[config.mk]
export PLATFORM = sky130hd
export DESIGN_NAME = oc_uv_fault_ctl
export DESIGN_NICKNAME = d
export VERILOG_FILES = /design/src/rtl/oc_uv_fault_pkg.sv /design/src/rtl/rst_sync.sv /design/src/rtl/level_filter.sv /design/src/rtl/oc_trip_latch.sv /design/src/rtl/oc_uv_fault_ctl.sv
export SDC_FILE = /design/constraint.sdc
export NUM_CORES = 1
export LEC_CHECK = 0
export ABC_AREA = 0
export BUFFER_PORTS_ARGS = -buffer_cell sky130_fd_sc_hd__buf_2
export CELL_PAD_IN_SITES_DETAIL_PLACEMENT = 1
export CELL_PAD_IN_SITES_GLOBAL_PLACEMENT = 1
export CORE_AREA = 2 2 69 71
export CTS_CLUSTER_SIZE = 20
export DETAILED_ROUTE_END_ITERATION = 8
export DIE_AREA = 0 0 71 73
export PLACE_DENSITY = 0.74
export SYNTH_ARGS = -nofsm -noshare
export SYNTH_HDL_FRONTEND = slang
export SYNTH_SLANG_ARGS = --single-unit
[constraint.sdc]
create_clock -name clk -period 1.2 [get_ports clk]
set_clock_uncertainty 0.05 [all_clocks]
set_input_delay 0.24 -clock clk [delete_from_list [all_inputs] [get_ports clk]]
set_output_delay 0.24 -clock clk [all_outputs]
set_load 0.02 [all_outputs]
[src/rtl/oc_uv_fault_pkg.sv]
package oc_uv_fault_pkg;

  typedef enum logic [1:0] {
    FILT_SYMMETRIC = 2'd0,  // both edges filtered
    FILT_RISE_ONLY = 2'd1   // rise filtered, fall passes at once
  } filt_mode_e;

  function automatic int unsigned cnt_width(input int unsigned limit);
    return (limit < 2) ? 1 : $clog2(limit + 1);
  endfunction

endpackage

[src/rtl/rst_sync.sv]
module rst_sync (
  input  logic clk,
  input  logic rst_n,
  output logic rst_sync_n
);

  logic [1:0] stage_q;

  always_ff @(posedge clk or negedge rst_n) begin
    if (!rst_n) stage_q <= 2'b00;
    else        stage_q <= {stage_q[0], 1'b1};
  end

  assign rst_sync_n = stage_q[1];

endmodule

[src/rtl/level_filter.sv]
module level_filter
  import oc_uv_fault_pkg::*;
#(
  parameter int unsigned LEN       = 4,
  parameter filt_mode_e  MODE      = FILT_SYMMETRIC,
  parameter bit          RESET_VAL = 1'b0
) (
  input  logic clk,
  input  logic rst_n,
  input  logic din,
  output logic dout
);

  localparam int unsigned CW = cnt_width(LEN);
  localparam logic [CW-1:0] LAST = CW'(LEN - 1);

  logic [CW-1:0] cnt_q, cnt_d;
  logic          out_q, out_d;
  logic          fast_drop;

  generate
    if (MODE == FILT_RISE_ONLY) begin : g_rise_only
      assign fast_drop = out_q & ~din;
      // a trip sampled low removes acceptance on the same edge
      p_fast_release_r1: assert property (@(posedge clk) disable iff (!rst_n)
        !din |=> !out_q);
    end else begin : g_symmetric
      assign fast_drop = 1'b0;
    end
  endgenerate

  always_comb begin
    cnt_d = cnt_q;
    out_d = out_q;
    if (din == out_q) begin
      cnt_d = '0;
    end else if (fast_drop) begin
      out_d = 1'b0;
      cnt_d = '0;
    end else if (cnt_q == LAST) begin
      out_d = din;
      cnt_d = '0;
    end else begin
      cnt_d = cnt_q + CW'(1);
    end
  end

  always_ff @(posedge clk or negedge rst_n) begin
    if (!rst_n) begin
      cnt_q <= '0;
      out_q <= RESET_VAL;
    end else begin
      cnt_q <= cnt_d;
      out_q <= out_d;
    end
  end

  assign dout = out_q;

  // a rising output is only ever caused by a high input
  p_accept_needs_high_r1: assert property (@(posedge clk) disable iff (!rst_n)
    $rose(out_q) |-> $past(din));

  // a falling output in symmetric mode follows a low input
  p_drop_needs_low_r8: assert property (@(posedge clk) disable iff (!rst_n)
    $fell(out_q) |-> !$past(din));

endmodule

[src/rtl/oc_trip_latch.sv]
module oc_trip_latch
  import oc_uv_fault_pkg::*;
#(
  parameter int unsigned CLR_CYC = 16
) (
  input  logic clk,
  input  logic rst_n,
  input  logic trip_raw,
  input  logic trip_acc,
  output logic latched
);

  localparam int unsigned TW = cnt_width(CLR_CYC);
  localparam logic [TW-1:0] TMR_LAST = TW'(CLR_CYC - 1);

  logic          latch_q, latch_d;
  logic [TW-1:0] tmr_q, tmr_d;
  logic          tmr_en;
  logic          recovering;

  assign recovering = latch_q & ~trip_acc & ~trip_raw;
  assign tmr_en     = latch_q | trip_acc | (tmr_q != '0);

  always_comb begin
    latch_d = latch_q;
    tmr_d   = tmr_q;
    if (trip_acc) begin
      latch_d = 1'b1;
      tmr_d   = '0;
    end else if (recovering) begin
      if (tmr_q == TMR_LAST) begin
        latch_d = 1'b0;
        tmr_d   = '0;
      end else begin
        tmr_d = tmr_q + TW'(1);
      end
    end else begin
      tmr_d = '0;
    end
  end

  always_ff @(posedge clk or negedge rst_n) begin
    if (!rst_n) begin
      latch_q <= 1'b0;
      tmr_q   <= '0;
    end else if (tmr_en) begin
      latch_q <= latch_d;
      tmr_q   <= tmr_d;
    end
  end

  assign latched = latch_q;

  // acceptance always leaves the latch set
  p_set_dominant_r2: assert property (@(posedge clk) disable iff (!rst_n)
    trip_acc |=> latch_q);

  // timer discharged while the raw trip is present
  p_timer_held_r3: assert property (@(posedge clk) disable iff (!rst_n)
    (latch_q && trip_raw) |=> (tmr_q == '0));

  // timer advances by exactly one per quiet cycle during recovery
  p_timer_step_r3: assert property (@(posedge clk) disable iff (!rst_n)
    (recovering && tmr_q != TMR_LAST) |=> (tmr_q == $past(tmr_q) + TW'(1)));

  // release only from a full timer with the trip gone
  p_release_r4: assert property (@(posedge clk) disable iff (!rst_n)
    $fell(latch_q) |-> ($past(tmr_q) == TMR_LAST && !$past(trip_raw)));

endmodule

[src/rtl/oc_uv_fault_ctl.sv]
module oc_uv_fault_ctl
  import oc_uv_fault_pkg::*;
#(
  parameter int unsigned TRIP_FILT_CYC = 58,
  parameter int unsigned EN_FILT_CYC   = 75,
  parameter int unsigned CLR_CYC       = 475000
) (
  input  logic clk,
  input  logic rst_n,
  input  logic trip_in,
  input  logic supply_ok,
  input  logic enable_in,
  output logic gate_inhibit,
  output logic fault_pull_low
);

  logic rst_int_n;
  logic trip_acc;
  logic en_acc;
  logic oc_latched;
  logic uv_fault;

  rst_sync u_rst (
    .clk        (clk),
    .rst_n      (rst_n),
    .rst_sync_n (rst_int_n)
  );

  level_filter #(
    .LEN       (TRIP_FILT_CYC),
    .MODE      (FILT_RISE_ONLY),
    .RESET_VAL (1'b0)
  ) u_trip_filt (
    .clk   (clk),
    .rst_n (rst_int_n),
    .din   (trip_in),
    .dout  (trip_acc)
  );

  level_filter #(
    .LEN       (EN_FILT_CYC),
    .MODE      (FILT_SYMMETRIC),
    .RESET_VAL (1'b0)
  ) u_en_filt (
    .clk   (clk),
    .rst_n (rst_int_n),
    .din   (enable_in),
    .dout  (en_acc)
  );

  oc_trip_latch #(
    .CLR_CYC (CLR_CYC)
  ) u_latch (
    .clk      (clk),
    .rst_n    (rst_int_n),
    .trip_raw (trip_in),
    .trip_acc (trip_acc),
    .latched  (oc_latched)
  );

  assign uv_fault       = ~supply_ok;
  assign fault_pull_low = oc_latched | uv_fault;
  assign gate_inhibit   = oc_latched | uv_fault | ~en_acc;

  // undervoltage forces both outputs active
  p_uv_forces_off_r6: assert property (@(posedge clk) disable iff (!rst_int_n)
    !supply_ok |-> (gate_inhibit && fault_pull_low));

  // enable path never raises the fault flag
  p_en_no_flag_r8: assert property (@(posedge clk) disable iff (!rst_int_n)
    (supply_ok && !oc_latched && !en_acc) |-> !fault_pull_low);

  // inhibit stays asserted until the enable has been accepted
  p_inhibit_until_en_r9: assert property (@(posedge clk) disable iff (!rst_int_n)
    !en_acc |-> gate_inhibit);

endmodule

==> results of run 1 <==
## layer usage
layer,wire length (um),part of all wire [%],global-route usage (%)
met5,0,0,0
met1,1980,40,23.6
met4,91,1.8,6.92
met3,89,1.8,4.56
met2,2780,56,38.9
## final cells by class
| cell class | instances | area (sq um) |
|---|---|---|
| inverters | 7 | 26.3 |
| well taps | 54 | 67.6 |
| flip-flops and latches | 37 | 926 |
| clock buffers | 6 | 72.6 |
| multi-input cells | 134 | 1030 |
| fillers | 492 | 1950 |
| clock inverters | 2 | 10.0 |
| repair buffers | 57 | 454 |
## through the flow
| stage | total power [mW] | setup TNS [ns] | util (%) |
|---|---|---|---|
| global placement | 2.23 | -12.37 | 51.4 |
| finish | 3.32 | -13.96 | 57.0 |
| detailed placement | 2.29 | -14.40 | 51.4 |
| CTS | 3.26 | -14.01 | 55.1 |
| global route | 3.51 | -15.67 | 57.0 |
| floorplan | 1.90 | -10.46 | - |
## power by group
part	switching [mW]	internal, mW
clock	0.440	0.402
combinational	0.534	0.499
sequential	0.0888	1.36
## worst max-delay path by stage
stage                 startpoint          endpoint  slack, ns  cells after the start
3_5_place_dp    u_latch.tmr_q[0]  u_latch.tmr_q[2]      -0.65                      7
6_report       u_latch.tmr_q[14]  u_latch.tmr_q[8]      -0.62                      6
4_1_cts        u_latch.tmr_q[14]  u_latch.tmr_q[8]      -0.63                      6
5_1_grt        u_latch.tmr_q[14]  u_latch.tmr_q[8]      -0.66                      6
3_3_place_gp    u_latch.tmr_q[0]  u_latch.tmr_q[2]      -0.61                      7
2_1_floorplan  u_latch.tmr_q[14]  u_latch.tmr_q[4]      -0.55                      6
## critical path: stages (launching register included)
cell and delay (ns):
dfrtp_1 0.38, or4_4 0.58, nor2_4 0.16, nand4_4 0.11, a21oi_4 0.19, buf_12 0.17, nor2_2 0.05
## cells in the final DEF, fill, tap and decap left out, drive strengths merged, types with 2 or more instances in the layout
cell,instances
and3,4
and4,2
buf,56
clkbuf,6
clkinv,2
dfrtp,37
ha,7
inv,7
nand2,14
nand2b,2
nand3,14
nand4,6
nor2,35
nor3,3
nor4,3
nor4b,2
o21ai,4
xnor2,8
xor2,17
## flip-flops by register name (all words and copies together), names as in the netlist
signal	cells
u_en_filt.cnt_q	7
u_trip_filt.cnt_q	6
u_latch.latched	1
u_rst.stage_q	2
u_en_filt.dout	1
u_latch.tmr_q	19
u_trip_filt.dout	1
## timing repair
action	CTS	global route
gates resized for setup	16	20
endpoints found under the setup margin	37	37
hold buffers	1	0
pin swaps	8	12
hold endpoints to repair	2	0
buffers inserted	2	1
## cells by family after synthesis
kind of cell | count (synthesis) | synth area share (%)
AND/OR/NAND/NOR | 92 | 27.6
AO/OA/AOI/OAI | 8 | 3.28
multiplexers | 1 | 0.602
XOR/XNOR | 25 | 11.7
buffers and inverters | 9 | 2.41
other | 1 | 0.200
flip-flops | 37 | 49.5
adder cells (fa/ha/maj) | 7 | 4.68
==> flow_summary.ini, run 1 <==
[logic_synthesis]
synth-seq-cells = 37
synth_top_area_cell = dfrtp_1
synth_top_area_share_pct = 49.5
yosysMostFrequentCell = dfrtp_1
netlist_area_sq_um = 1870
synth_nets = 192
async_flop_share_pct = 100
seq_area_frac_synth_pct = 49.5
yosysWarnings = 0
synth_area_per_cell_sq_um = 10.4
synth_cell_type_count = 36
synth_commonest_cells = dfrtp_1, nor2_1, xor2_1, nand2_1, nand3_1
synth_edf_count = 0
syn-instance-count = 180
ys_top_cells_by_area = dfrtp_1, xor2_1, nor2_1
synth_flop_cell = dfrtp_1

[clock_network]
cts.clk_slew.worst_paths_ns = 0.08
clock_latency_ns = 0.30
cts_buffers = 5
cts_tree = done
cts_buffer_depth = 2
cts_root_buf = clkbuf_8
htreeDepth = 2
clock-sinks = 37

[timing]
finalCriticalPeriod_ns = 1.82
max_freq_mhz = 549
setup_viol = 37
whs_ns = 0.166
rsz0062_at_grt = true
maxSlewViolCount = 0
hold_violations = 0
fin_crit_sh_pct = 152
finalWorstSetupSlack_ns = -0.622

[detailed_routing]
viasPerCell = 5.11
drt_iter0_markers = 33
routed_wl_um = 4940
drc = 0
wl_per_cell_um = 16.6
ant_nets = 0
dr.pass1.iters = 4
vias = 1517

[final_layout]
final_nets = 254
postLayoutCellArea_sq_um = 2580
stdcell_count = 297
n_antenna_cell = 0
syn_to_final_growth_pct = 38.2
layout-drive-gt1-share_pct = 44.9

[global_route]
grt_max_degree = 36
overflow = 0
grt_pass1_vias = 1748
globalRouteTotalUtil_pct = 20.9
antenna_found_initial = 0
grt_first_pass_wirelength_um = 8270

[floorplan]
num_rows = 25
initial_core_util_pct = 41.2
die_x_um = 71
chipHeight_um = 73
pin_count = 7
die_area_sq_um = 5180
core_area_sq_um = 4540

[power]
ir_worst_vdd_uv = 755
leakagePower_nw = 1.15
p_per_area_nw_per_um2 = 1280

[placement]
place.port_buffers = 6
place_hpwl_um = 3450
dp_cells = 285
dp_slack_ns = -0.654
place_congestion = 0.865
placed_cell_area_sq_um = 2330

[critical_path]
worstPathArrival_ns = 1.95
worst-setup-path-type = reg -> reg
crit_fanout = 11
timing.rr.end = u_latch.tmr_q[8]
startpoint_type = flop
required_ns = 1.33
reg2reg_from = u_latch.tmr_q[14]
worst-r2r-cell-count = 6
endpoint_kind = flop
r2r_slack_ns = -0.62

[worst_hold_path]
hold_path.startpoint = enable_in
min_path_cells = 2
hp-class = in -> reg
hold_path_end = u_en_filt.dout

[job]
maxCapViolations = 0

[outcome]
status = finished with violations
violations = setup timing
Note: power is estimated with default switching activity, not from simulation.
==> inputs of run 2 (changes only) <==
- CELL_PAD_IN_SITES_GLOBAL_PLACEMENT: 1 -> 2
- CORE_AREA: 2 2 69 71 -> 2 2 76 78
- CTS_CLUSTER_SIZE: 20 -> 24
- DIE_AREA: 0 0 71 73 -> 0 0 78 80
- PLACE_DENSITY: 0.74 -> 0.73
==> flow_summary.ini, run 2 (same netlist as run 1, synthesis figures left out) <==
[outcome]
status = finished with violations
violations = setup timing

[timing]
finalWorstSetupSlack_ns = -0.593
hold_violations = 0
finalCriticalPeriod_ns = 1.79
tns_ns = -13.03
setup_viol = 37
max_freq_mhz = 558
maxSlewViolCount = 0
fin_crit_sh_pct = 149
rsz0062_at_grt = true
whs_ns = 0.159

[floorplan]
core_area_sq_um = 5410
num_rows = 27
initial_core_util_pct = 34.6
pin_count = 7
die_area_sq_um = 6240
die_x_um = 78
chipHeight_um = 80

[critical_path]
worst-setup-path-type = reg -> reg
r2r_slack_ns = -0.59
startpoint_type = flop
endpoint_kind = flop
crit_fanout = 5
worst-r2r-cell-count = 6
timing.rr.end = u_latch.tmr_q[4]
reg2reg_from = u_latch.tmr_q[15]
required_ns = 1.32
worstPathArrival_ns = 1.92

[final_layout]
top_regs = u_latch.tmr_q: 19 flops, u_en_filt.cnt_q: 7 flops, u_trip_filt.cnt_q: 6 flops
register_area_sq_um = 927
layout_commonest_cell = buf_4
n_antenna_cell = 0
layout-drive-gt1-share_pct = 49.6
layout_common_cells = buf_4, dfrtp_1, nor2_2
final_nets = 257
multi_input_area_sq_um = 1090
postLayoutCellArea_sq_um = 2700
nFillCells = 599
syn_to_final_growth_pct = 44.4
largest_register_ffs = 19
finish.utilization_pct = 50.0
regMostFlops = u_latch.tmr_q

[placement]
place.port_buffers = 6
placed_cell_area_sq_um = 2360
place_hpwl_um = 3360
place_congestion = 0.803

[detailed_routing]
vias = 1512
routed_wl_um = 4680
ant_nets = 0
wl_per_cell_um = 14.7
drt_iter0_markers = 24
dr.pass1.iters = 4
viasPerCell = 4.75
drc = 0

[worst_hold_path]
min_path_cells = 2
hold_path_end = u_en_filt.dout
hp-class = in -> reg
hold_path.startpoint = enable_in

[job]
maxCapViolations = 0

[power]
leakagePower_nw = 1.18
power.internal_mw = 2.32
p_sw_share_pct = 33.0
ir_worst_vdd_uv = 514
clockPowerShare_pct = 24.9
seq_power_share_pct = 41.9
p_comb_share_pct = 33.2
p_per_area_nw_per_um2 = 1280
power_switching_mw = 1.15

[clock_network]
clock-sinks = 37
clock_latency_ns = 0.30
cts_root_buf = clkbuf_8
cts.clk_slew.worst_paths_ns = 0.07
htreeDepth = 2
cts_buffer_depth = 2
cts_tree = done
cts_buffers = 5

[global_route]
antenna_found_initial = 0
grt_pass1_vias = 1715
grt_max_degree = 36
grt_first_pass_wirelength_um = 8220
globalRouteTotalUtil_pct = 16.9
overflow = 0
-- run 2: through the flow --
stage          cells  power [mW]  setup WS (ns)
5_1_grt          318        3.68         -0.658
3_3_place_gp     305        2.24         -0.535
3_5_place_dp     305        2.28         -0.637
4_1_cts          315        3.24         -0.616
2_1_floorplan    180        1.90         -0.546
6_report         318        3.47         -0.593
-- run 2: power groups by stage --
| stage | clock network, mW | registers [mW] | logic [mW] |
|---|---|---|---|
| floorplan | 0 | 1.49 | 0.410 |
| global placement | 0 | 1.45 | 0.786 |
| detailed placement | 0 | 1.46 | 0.819 |
| CTS | 0.883 | 1.44 | 0.917 |
| global route | 0.949 | 1.47 | 1.27 |
| finish | 0.863 | 1.45 | 1.15 |
-- run 2: timing repair --
item	in CTS	in global routing
gates resized for setup	15	41
hold buffers	1	0
endpoints found under the setup margin	37	37
pin swaps	9	17
buffers inserted	1	3
endpoints found under the hold margin	2	0
-- run 2: final cells by class --
cell class | count | share of cell area [%]
repair buffers | 60 | 18.0
flip-flops and latches | 37 | 34.3
clock buffers | 6 | 2.69
clock inverters | 2 | 0.371
inverters | 7 | 0.973
multi-input cells | 134 | 40.3
well taps | 72 | 3.33
-- run 2: worst max path at each step --
stage	from	to	slack [ns]	depth (start not counted)
floorplan	u_latch.tmr_q[14]	u_latch.tmr_q[4]	-0.55	6
detailed placement	u_latch.tmr_q[14]	u_latch.tmr_q[2]	-0.64	5
CTS	u_latch.tmr_q[14]	u_latch.tmr_q[2]	-0.62	5
global placement	u_latch.tmr_q[14]	u_latch.tmr_q[8]	-0.54	6
finish	u_latch.tmr_q[15]	u_latch.tmr_q[4]	-0.59	6
global route	u_latch.tmr_q[15]	u_latch.tmr_q[4]	-0.66	6
-- run 2: metal layers --
metal	vias up	track usage, %	share of wire, %
li1	742	-	-
met1	748	20.5	45
met2	14	29.4	51
met3	8	3.73	2.4
met4	0	5.96	1.4
met5	-	0	0
-- run 2: critical path, cell delays in order (launching register included) --
cell,delay [ns]
dfrtp_1,0.39
or4_4,0.57
nor2_4,0.11
nand4_4,0.11
a21oi_4,0.23
buf_6,0.17
nor2_2,0.04
==> inputs of run 3 (changes only) <==
- ABC_AREA: 0 -> 1
- CORE_AREA: 2 2 76 78 -> 2 2 82 84
- DIE_AREA: 0 0 78 80 -> 0 0 84 86
- PLACE_DENSITY: 0.73 -> 0.75
- clock period: 1.2 -> 1.6 ns (I/O delays scaled with it)
==> flow_summary.ini, run 3 <==
[final_layout]
layout-drive-gt1-share_pct = 17.5
layout_commonest_cell = nor2_1
layout_common_cells = nor2_1, nand2_1, dfrtp_1
regMostFlops = u_latch.tmr_q
postLayoutCellArea_sq_um = 2470
top_regs = u_latch.tmr_q: 19 flops, u_en_filt.cnt_q: 7 flops, u_trip_filt.cnt_q: 6 flops
largest_register_ffs = 19
n_antenna_cell = 0
syn_to_final_growth_pct = 20.3
final_nets = 302
finish.utilization_pct = 39.4

[critical_path]
worst-setup-path-type = reg -> reg
endpoint_kind = flop
r2r_slack_ns = 0.13
crit_fanout = 4
startpoint_type = flop
worstPathArrival_ns = 1.58
required_ns = 1.72

[detailed_routing]
dr_wl_met3_um = 91
drt_iter0_markers = 62
wl_per_cell_um = 12.9
wl_met2_um = 2410
top_layer = met4
drc = 0
met1Wirelength_um = 2210
ant_nets = 0
routed_wl_um = 4760
viasPerCell = 4.69
dr.pass1.iters = 4
vias = 1725

[clock_network]
cts_buffers = 5
htreeDepth = 2
cts_tree = done
cts_root_buf = clkbuf_8
cts_buffer_depth = 2
cts.clk_slew.worst_paths_ns = 0.08
clock-sinks = 37
clock_latency_ns = 0.29

[global_route]
overflow = 0
grt_pass1_vias = 1832
globalRouteTotalUtil_pct = 14.9
grt_first_pass_wirelength_um = 8630
antenna_found_initial = 0
grt_max_degree = 26

[logic_synthesis]
synth_edf_count = 0
synth_cell_type_count = 24
synth_top_area_cell = dfrtp_1
async_flop_share_pct = 100
syn-instance-count = 262
netlist_area_sq_um = 2050
ys_top_cells_by_area = dfrtp_1, nor2_1, nand2_1
synth-seq-cells = 37
synth_area_per_cell_sq_um = 7.84
yosysWarnings = 0
synth_commonest_cells = nor2_1, nand2_1, dfrtp_1, inv_1, nand3_1
synth_flop_cell = dfrtp_1
seq_area_frac_synth_pct = 45.1
synth_nets = 274
yosysMostFrequentCell = nor2_1
synth_top_area_share_pct = 45.1

[timing]
tns_ns = 0
fin_crit_sh_pct = 91.8
finalCriticalPeriod_ns = 1.47
maxSlewViolCount = 0
finalWorstSetupSlack_ns = 0.131
max_freq_mhz = 681
setup_viol = 0
hold_violations = 0

[worst_hold_path]
hp-class = reg -> async

[floorplan]
num_rows = 29
die_x_um = 84
chipHeight_um = 86
die_area_sq_um = 7220
initial_core_util_pct = 32.7
core_area_sq_um = 6280
pin_count = 7

[outcome]
status = finished clean

[power]
leakagePower_nw = 1.08
ir_worst_vdd_uv = 540
p_per_area_nw_per_um2 = 958

[job]
maxCapViolations = 0

[placement]
place_hpwl_um = 3670
dp_slack_ns = 0.0681
place_congestion = 0.753
placed_cell_area_sq_um = 2260
place.port_buffers = 6
==> run 3: worst paths after layout <==
kind	start	end	cells past startpoint
worst max-delay path	u_latch.tmr_q[1]	u_latch.tmr_q[4]	7
worst min-delay path	u_rst.stage_q[1]	u_en_filt.cnt_q[0]	1
worst max register to register	u_latch.tmr_q[1]	u_latch.tmr_q[4]	7
worst min register to register	u_rst.stage_q[1]	u_en_filt.cnt_q[0]	1
max in group asynchronous	u_rst.stage_q[1]	u_latch.tmr_q[8]	1
min in group clk	enable_in	u_en_filt.dout	3
==> run 3: metrics by stage <==
| step | instances | total power, mW | hold slack [ns] |
|---|---|---|---|
| 2_1_floorplan | 262 | 1.38 | -0.0256 |
| 3_3_place_gp | 355 | 1.50 | 0.0568 |
| 3_5_place_dp | 355 | 1.50 | 0.0572 |
| 4_1_cts | 364 | 2.34 | 0.138 |
| 5_1_grt | 368 | 2.54 | 0.150 |
| 6_report | 368 | 2.37 | 0.130 |
==> run 3: power breakdown <==
group          switching [mW]  total [mW]  leakage, nW  internal [mW]
Sequential              0.107        1.12        0.490           1.01
Combinational           0.250       0.435        0.534          0.185
Clock                   0.349       0.818       0.0554          0.468
==> run 3: layout make-up <==
type | instances | area [sq um]
Timing Repair Buffer | 21 | 158
Clock inverter | 2 | 38.8
Multi-Input combinational cell | 199 | 1080
Sequential cell | 37 | 930
Tap cell | 77 | 96.3
Inverter | 26 | 97.6
Clock buffer | 6 | 72.6
Fill cell | 776 | 3800
==> run 3: per-layer routing <==
layer | up-vias | track usage, %
met3 | 5 | 2.60
met1 | 828 | 18.6
met5 | - | 0
li1 | 881 | -
met2 | 11 | 26.5
met4 | 0 | 4.40
==> run 3: cell families (layout without fill, tap and decap cells) <==
logic type	count (synthesis)	count (layout)	share of synthesized area, %
compound gates	12	12	3.78
other cells	1	1	0.183
simple gates	165	165	36.0
flops	37	37	45.1
xor+xnor	14	14	5.97
fa+ha+maj	7	7	4.26
buf+inv	26	55	4.75
==> run 3: what timing repair did <==
item | CTS | global route
hold buffers | 1 | 0
resized for setup | 0 | 14
buffers inserted | 0 | 4
endpoints found under the setup margin | 0 | 12
hold endpoints to repair | 2 | 0
==> run 3: worst max-delay path, cell delays in order (launching register included) <==
cell and delay (ns):
dfrtp_1 0.45, ha_4 0.20, nand2_4 0.09, nor2_4 0.05
buf_4 0.13, or2_2 0.26, nand3_1 0.08, nor2_1 0.04
